[src/rtl/hdlcTxPkg.sv]
package hdlcTxPkg;

  localparam int OCT_W = 8;
  localparam int LEFT_W = $clog2(OCT_W);
  localparam logic [OCT_W-1:0] FLAG_OCT = 8'h7E;
  localparam logic [OCT_W-1:0] ONES_OCT = 8'hFF;

  localparam int FCS_W = 16;
  localparam logic [FCS_W-1:0] FCS_POLY_REV = 16'h8408;
  localparam logic [FCS_W-1:0] FCS_INIT = 16'hFFFF;

  // Octet kinds; the control moves between them at octet boundaries
  typedef enum logic [2:0] {
    K_FILL,
    K_OPEN,
    K_DATA,
    K_FCSLO,
    K_FCSHI,
    K_CLOSE,
    K_ABORT
  } octKind_e;

  // Per-clock strobes from control to datapath
  typedef struct packed {
    logic     load;       // start a new octet with its first bit
    logic     shift;      // send next bit of current octet
    logic     insZero;    // send an inserted zero
    octKind_e src;        // source of the octet being loaded
    logic     stuffOn;    // emitted bit counts toward the ones run
    logic     crcPreset;  // restart the check register
    logic     crcRun;     // emitted bit feeds the check register
    logic     markDone;   // closing flag starts
    logic     markUnder;  // abort caused by empty source starts
  } bitStrobe_t;

  function automatic logic [FCS_W-1:0] fcsStep(input logic [FCS_W-1:0] cur, input logic b);
    logic [FCS_W-1:0] sh;
    sh = cur >> 1;
    return (cur[0] ^ b) ? (sh ^ FCS_POLY_REV) : sh;
  endfunction

endpackage

[src/rtl/hdlcTxCtrl.sv]
module hdlcTxCtrl
  import hdlcTxPkg::*;
#(
  parameter int STUFF_RUN = 5
) (
  input  logic       clk,
  input  logic       rstN,
  input  logic       bitEn,
  input  logic       inValid,
  input  logic       inEom,
  input  logic       abortReq,
  input  logic       cfgTwoFlags,
  input  logic       cfgNoStuff,
  input  logic       cfgNoCrc,
  input  logic       onesFull,
  output bitStrobe_t stb,
  output logic       inReady
);

  octKind_e          kindQ, nextKind;
  logic [LEFT_W-1:0] leftQ;
  logic              lastEomQ;
  logic              pendQ, pendSet, pendNext;
  logic              curMsg, nextMsg, curStuffed, nextStuffed;
  logic              insZero, load, abortNow, underNow;

  function automatic logic isMsg(input octKind_e k);
    return (k == K_OPEN) || (k == K_DATA) || (k == K_FCSLO) || (k == K_FCSHI);
  endfunction

  function automatic logic isStuffed(input octKind_e k, input logic noStuff);
    return !noStuff && ((k == K_DATA) || (k == K_FCSLO) || (k == K_FCSHI));
  endfunction

  assign curMsg      = isMsg(kindQ);
  assign curStuffed  = isStuffed(kindQ, cfgNoStuff);
  assign insZero     = bitEn && curStuffed && onesFull;
  assign load        = bitEn && !insZero && (leftQ == '0);
  assign abortNow    = curMsg && (pendQ || abortReq);

  // Next-octet decision, used only when an octet boundary is reached
  always_comb begin
    nextKind = kindQ;
    underNow = 1'b0;
    unique case (kindQ)
      K_FILL:  nextKind = inValid ? K_OPEN : K_FILL;
      K_OPEN: begin
        if (abortNow) nextKind = K_ABORT;
        else if (inValid) nextKind = K_DATA;
        else begin
          nextKind = K_ABORT;
          underNow = 1'b1;
        end
      end
      K_DATA: begin
        if (abortNow) nextKind = K_ABORT;
        else if (lastEomQ) nextKind = cfgNoCrc ? K_CLOSE : K_FCSLO;
        else if (inValid) nextKind = K_DATA;
        else begin
          nextKind = K_ABORT;
          underNow = 1'b1;
        end
      end
      K_FCSLO: nextKind = abortNow ? K_ABORT : K_FCSHI;
      K_FCSHI: nextKind = abortNow ? K_ABORT : K_CLOSE;
      K_CLOSE: begin
        if (!inValid) nextKind = K_FILL;
        else nextKind = cfgTwoFlags ? K_OPEN : K_DATA;
      end
      K_ABORT: nextKind = K_FILL;
      default: nextKind = K_FILL;
    endcase
  end

  assign nextMsg     = isMsg(nextKind);
  assign nextStuffed = isStuffed(nextKind, cfgNoStuff);

  always_comb begin
    stb.load      = load;
    stb.shift     = bitEn && !insZero && !load;
    stb.insZero   = insZero;
    stb.src       = load ? nextKind : kindQ;
    stb.stuffOn   = load ? nextStuffed : curStuffed;
    stb.crcPreset = load && (nextKind == K_DATA) && (kindQ != K_DATA);
    stb.crcRun    = bitEn && !insZero && (load ? (nextKind == K_DATA) : (kindQ == K_DATA));
    stb.markDone  = load && (nextKind == K_CLOSE);
    stb.markUnder = load && underNow;
  end

  assign inReady = load && (nextKind == K_DATA);

  // A pending abort survives only while the message is still in flight
  assign pendSet  = pendQ || (abortReq && curMsg);
  assign pendNext = load ? (pendSet && nextMsg) : pendSet;

  always_ff @(posedge clk) begin
    if (!rstN) begin
      kindQ    <= K_FILL;
      leftQ    <= '0;
      lastEomQ <= 1'b0;
      pendQ    <= 1'b0;
    end else begin
      pendQ <= pendNext;
      if (load) begin
        kindQ <= nextKind;
        leftQ <= LEFT_W'(OCT_W - 1);
        if (nextKind == K_DATA) lastEomQ <= inEom;
      end else if (stb.shift) begin
        leftQ <= leftQ - 1'b1;
      end
    end
  end

endmodule

[src/rtl/hdlcTxData.sv]
module hdlcTxData
  import hdlcTxPkg::*;
#(
  parameter int STUFF_RUN = 5
) (
  input  logic             clk,
  input  logic             rstN,
  input  bitStrobe_t       stb,
  input  logic [OCT_W-1:0] inData,
  input  logic             cfgFillOnes,
  output logic             txBit,
  output logic             msgDone,
  output logic             underrun,
  output logic             onesFull
);

  localparam int ONES_W = $clog2(STUFF_RUN + 1);

  logic [OCT_W-1:0]  shQ;
  logic [OCT_W-1:0]  srcByte;
  logic [FCS_W-1:0]  crcQ, crcBase;
  logic [ONES_W-1:0] onesQ;
  logic              curBit, slot;

  always_comb begin
    unique case (stb.src)
      K_FILL:  srcByte = cfgFillOnes ? ONES_OCT : FLAG_OCT;
      K_DATA:  srcByte = inData;
      K_FCSLO: srcByte = ~crcQ[OCT_W-1:0];
      K_FCSHI: srcByte = ~crcQ[FCS_W-1:OCT_W];
      K_ABORT: srcByte = ONES_OCT;
      default: srcByte = FLAG_OCT;
    endcase
  end

  assign slot     = stb.load || stb.shift || stb.insZero;
  assign curBit   = stb.insZero ? 1'b0 : (stb.load ? srcByte[0] : shQ[0]);
  assign crcBase  = stb.crcPreset ? FCS_INIT : crcQ;
  assign onesFull = (onesQ == ONES_W'(STUFF_RUN));

  always_ff @(posedge clk) begin
    if (!rstN) begin
      shQ      <= '0;
      txBit    <= 1'b1;
      onesQ    <= '0;
      crcQ     <= FCS_INIT;
      msgDone  <= 1'b0;
      underrun <= 1'b0;
    end else begin
      msgDone  <= stb.markDone;
      underrun <= stb.markUnder;
      if (stb.load) shQ <= {1'b0, srcByte[OCT_W-1:1]};
      else if (stb.shift) shQ <= shQ >> 1;
      if (slot) begin
        txBit <= curBit;
        onesQ <= (stb.stuffOn && !stb.insZero && curBit) ? onesQ + 1'b1 : '0;
      end
      if (stb.crcRun) crcQ <= fcsStep(crcBase, curBit);
    end
  end

endmodule

[src/rtl/hdlcTxFramer.sv]
module hdlcTxFramer
  import hdlcTxPkg::*;
#(
  parameter int STUFF_RUN = 5
) (
  input  logic             clk,
  input  logic             rstN,
  input  logic             bitEn,
  input  logic [OCT_W-1:0] inData,
  input  logic             inValid,
  input  logic             inEom,
  output logic             inReady,
  input  logic             cfgTwoFlags,
  input  logic             cfgFillOnes,
  input  logic             cfgNoStuff,
  input  logic             cfgNoCrc,
  input  logic             abortReq,
  output logic             txBit,
  output logic             msgDone,
  output logic             underrun
);

  bitStrobe_t stb;
  logic       onesFull;

  hdlcTxCtrl #(.STUFF_RUN(STUFF_RUN)) i_ctrl (
    .clk(clk), .rstN(rstN), .bitEn(bitEn), .inValid(inValid), .inEom(inEom),
    .abortReq(abortReq), .cfgTwoFlags(cfgTwoFlags), .cfgNoStuff(cfgNoStuff),
    .cfgNoCrc(cfgNoCrc), .onesFull(onesFull), .stb(stb), .inReady(inReady)
  );

  hdlcTxData #(.STUFF_RUN(STUFF_RUN)) i_data (
    .clk(clk), .rstN(rstN), .stb(stb), .inData(inData), .cfgFillOnes(cfgFillOnes),
    .txBit(txBit), .msgDone(msgDone), .underrun(underrun), .onesFull(onesFull)
  );

endmodule

[config.mk]
export PLATFORM = sky130hd
export DESIGN_NAME = hdlcTxFramer
export DESIGN_NICKNAME = d
export VERILOG_FILES = /design/src/rtl/hdlcTxPkg.sv /design/src/rtl/hdlcTxCtrl.sv /design/src/rtl/hdlcTxData.sv /design/src/rtl/hdlcTxFramer.sv
export SDC_FILE = /design/constraint.sdc
export NUM_CORES = 1
export LEC_CHECK = 0
export BUFFER_PORTS_ARGS = -buffer_cell sky130_fd_sc_hd__buf_4
export CORE_MARGIN = 4
export CORE_UTILIZATION = 55
export DETAILED_ROUTE_END_ITERATION = 10
export GPL_TIMING_DRIVEN = 0
export PLACE_DENSITY = 0.79
export SYNTH_ARGS = -nofsm -noshare
export SYNTH_HDL_FRONTEND = slang
export SYNTH_SLANG_ARGS = --single-unit
[constraint.sdc]
create_clock -name clk -period 3.1 [get_ports clk]
set_clock_uncertainty 0.1 [all_clocks]
set_input_delay 0.155 -clock clk [delete_from_list [all_inputs] [get_ports clk]]
set_output_delay 0.155 -clock clk [all_outputs]
set_load 0.1 [all_outputs]
==> run metrics <==
WP data arrival=2.99 ns; Root Driver=clkbuf_8; Starting Density=~58%; Place WS=0.07553 ns; post-layout util=67.15%; P&R area growth vs syn=15.26%; Leak Pwr=0.9391 nW; Yosys top cell area share=33.96%; endpoints failing setup=0; Num CTS Buffers=5; WL per Instance=15.28 um; DRC=0; Detailed Place HPWL=3963 um; P_sw=about 0.00034 W; Combinational Power Share=22.6%; core area=about 3700 sq um; R2R cell count=11; Int Pwr=approximately 0.00075 W; wirelength, routed=roughly 5300 um; routed wl met2=2478 um; sw frac=31.38%; Setup TNS=0 ns; first-pass GRT wire length=8963 um; Min-Delay Path Depth=3; synth top area cells=dfxtp_1, nor2_1, o21ai_0; VDD IR max=225.5 uV; Overall Power=0.001098 W; CP Cell Sequence=ha_1 > nand2_1 > or2_0 > buf_2 > o211a_4 > buf_6 > mux2_4 > o41ai_4 > o31ai_4 > or3_4 > o21ai_2; PwrDens=437.0 nW/um^2; Slew Limit Fails=0; CTS tree=yes; share of cells above drive strength 1=19.80%; register area share after synthesis=about a third; cell count after synthesis=266; post-synthesis register bit count=37; Final WS setup=0.2456 ns; min Tclk post-route=between 2 and 3 ns; clock tree buffer depth=2; Worst Path Max Fanout=10; maximum clock frequency=approximately 350 MHz; Post-synth EDFFs=0; Final Hold Vio Count=0; first-pass iteration count of the detailed router=4; status=completed; ys async rst share=0%; Design Area, Final=2514 sq um; Via density=5.951; pin count of the biggest net entering global routing=14; Worst Path Required=3.24 ns; final worst-path cycle share=92.08%; vias in the first global route=1920; crit start category=flop; placed standard-cell area=2391 sq um; DR iter-0 viols=145; Detail Route Antenna Nets=0; vias=2059; Final GP Congestion=0.8962; Worst Max-Slew Pin Slew=0.6706 ns; Inserted Diodes=0; Ys Warns=0; Reg power frac=between 40% and 50%; Die Y=slightly above 70 um; Max Used Layer=met4; Total Routing Usage GR=between 20 and 25%; Worst Path Buf+Inv=2; Critical Path End Type=flop; Final #Nets=319; worst skew pair latency=0.30 ns; initial antenna violation count=0; CP Depth=11; total congestion overflow=0; Critical-path top delay cell=or3_4; max-cap viol count=0; clock share of power=31.4%; Rows=22; die span in x=around 70 um; Syn Area/Cell=8.199 sq um; hold_buf cts=0; Relative slew margins=roughly 55%; Post-Syn Area=2181 sq um; Hold Crit Class=primary input to flop; ys flop type=dfxtp_1; routed length on met3=335 um; cell family with most CP delay=compound AO/OA/AOI/OAI gates; # clock sinks=37; io pins=22; max incr delay on CP=roughly 0.44 ns; WL met1=2393 um; Synthesized Nets=about 290; crit path kind=flop to flop; IO buf count=20; Synth area leader=dfxtp_1; Clock transition at path regs=0.08 ns; Die Footprint=5037 sq um; CTS H-tree depth=2; post-synth cell types=60; RSZ-0062 raised after global routing=false
per-stage QoR:
step	hold WS, ns	instances
global route	0.05662	346
CTS	0.02310	342
detailed placement	0.3212	334
global placement	0.3159	334
floorplan	0.2251	266
finish	0.01816	346
registers in the layout, summed over array words and instances, names as in the netlist:
register and cells:
i_data.shQ 7, i_data.onesQ 3, i_ctrl.lastEomQ 1, i_ctrl.kindQ 3
i_data.msgDone 1, i_ctrl.leftQ 3, i_data.underrun 1, i_data.crcQ 16
i_ctrl.pendQ 1, i_data.txBit 1
synthesized netlist by cell type, types with 3 or more instances:
cell type   n
a211oi_1    7
a21oi_1     6
a31oi_1     4
a32oi_1     4
and2_1      3
buf_2       9
clkbuf_1    8
dfxtp_1    37
ha_1        4
inv_1       9
mux2i_1     3
nand2_1    12
nand2b_1    5
nand3_1    12
nand3b_1    4
nor2_1     34
nor2b_1     3
nor3_1     14
o211ai_1    5
o21ai_0    15
o21ai_1    10
o21ai_2     3
o32ai_1     5
or2_1       3
xnor2_1     3
power groups by stage:
stage	sequential [W]	combinational, W	clock, W
finish	0.000505	0.000248	0.000345
detailed placement	0.000516	0.000235	0
global route	0.000508	0.000271	0.000378
global placement	0.000516	0.000232	0
floorplan	0.000524	0.000165	0
CTS	0.000505	0.000236	0.000350
cell type report:
cell class	instances	area, sq um
Clock inverter	3	22.52
Fill cell	338	1230
Clock buffer	5	68.82
Multi-Input combinational cell	201	1313
Timing Repair Buffer	24	180.2
Inverter	9	33.78
Buffer	19	95.09
Sequential cell	37	740.7
Tap cell	48	60.06
final timing paths:
| kind | from | endpoint | slack [ns] |
|---|---|---|---|
| setup / recovery | i_data.onesQ[0] | i_data.onesQ[1] | 0.25 |
| hold / removal | inEom | i_ctrl.lastEomQ | 0.02 |
| setup reg to reg | i_data.onesQ[0] | i_data.onesQ[1] | 0.25 |
| hold reg to reg | i_data.shQ[5] | i_data.shQ[5] | 0.38 |
layout by cell type (no fill, tap or decap), drive strengths merged, types with 2 or more instances in the layout:
master    Yosys  layout
or2           4       4
and2          4       4
or3           3       3
clkbuf        8      13
nor3         14      14
dfxtp        37      37
a21boi        2       2
buf          11      35
mux2          3       3
o21a          2       2
nand3        12      12
a211oi        8       8
nand3b        4       4
a31oi         4       4
inv           9       9
nor2b         3       3
o211ai        5       5
a2111oi       2       2
o211a         3       3
clkinvlp      0       3
a32oi         4       4
o32ai         5       5
o31ai         3       3
ha            4       4
or3b          3       3
xnor2         3       3
nand2b        5       5
mux2i         3       3
nand2        12      12
o21ai        28      28
nor3b         2       2
a21oi         8       8
nor2         34      34
routing by layer:
metal / vias up / track usage, %
li1: 1036 / -
met1: 955 / 27.97
met2: 61 / 37.28
met3: 7 / 5.114
met4: 0 / 6.054
met5: - / 0
worst reg2reg max path, stage by stage (launching register included):
cell and delay [ns]:
dfxtp_1 0.40, ha_1 0.17, nand2_1 0.07, or2_0 0.19, buf_2 0.15, o211a_4 0.25, buf_6 0.15, mux2_4 0.34
o41ai_4 0.29, o31ai_4 0.14, or3_4 0.44, o21ai_2 0.11
logic make-up (layout without fill, tap and decap cells):
logic type / Yosys count / after routing / share of synthesized area, %
XOR/XNOR: 3 / 3 / 1.205
AO/OA/AOI/OAI: 82 / 82 / 28.40
multiplexers: 6 / 6 / 3.270
AND/OR/NAND/NOR: 106 / 106 / 25.02
adder cells (fa/ha/maj): 4 / 4 / 2.295
flip-flops: 37 / 37 / 33.96
buffers and inverters: 28 / 60 / 5.852
what timing repair did:
item | CTS | global route
setup buffers | 0 | 4
resized for setup | 0 | 2
setup endpoints to repair | 0 | 21
(Power assumes the default switching activity.)
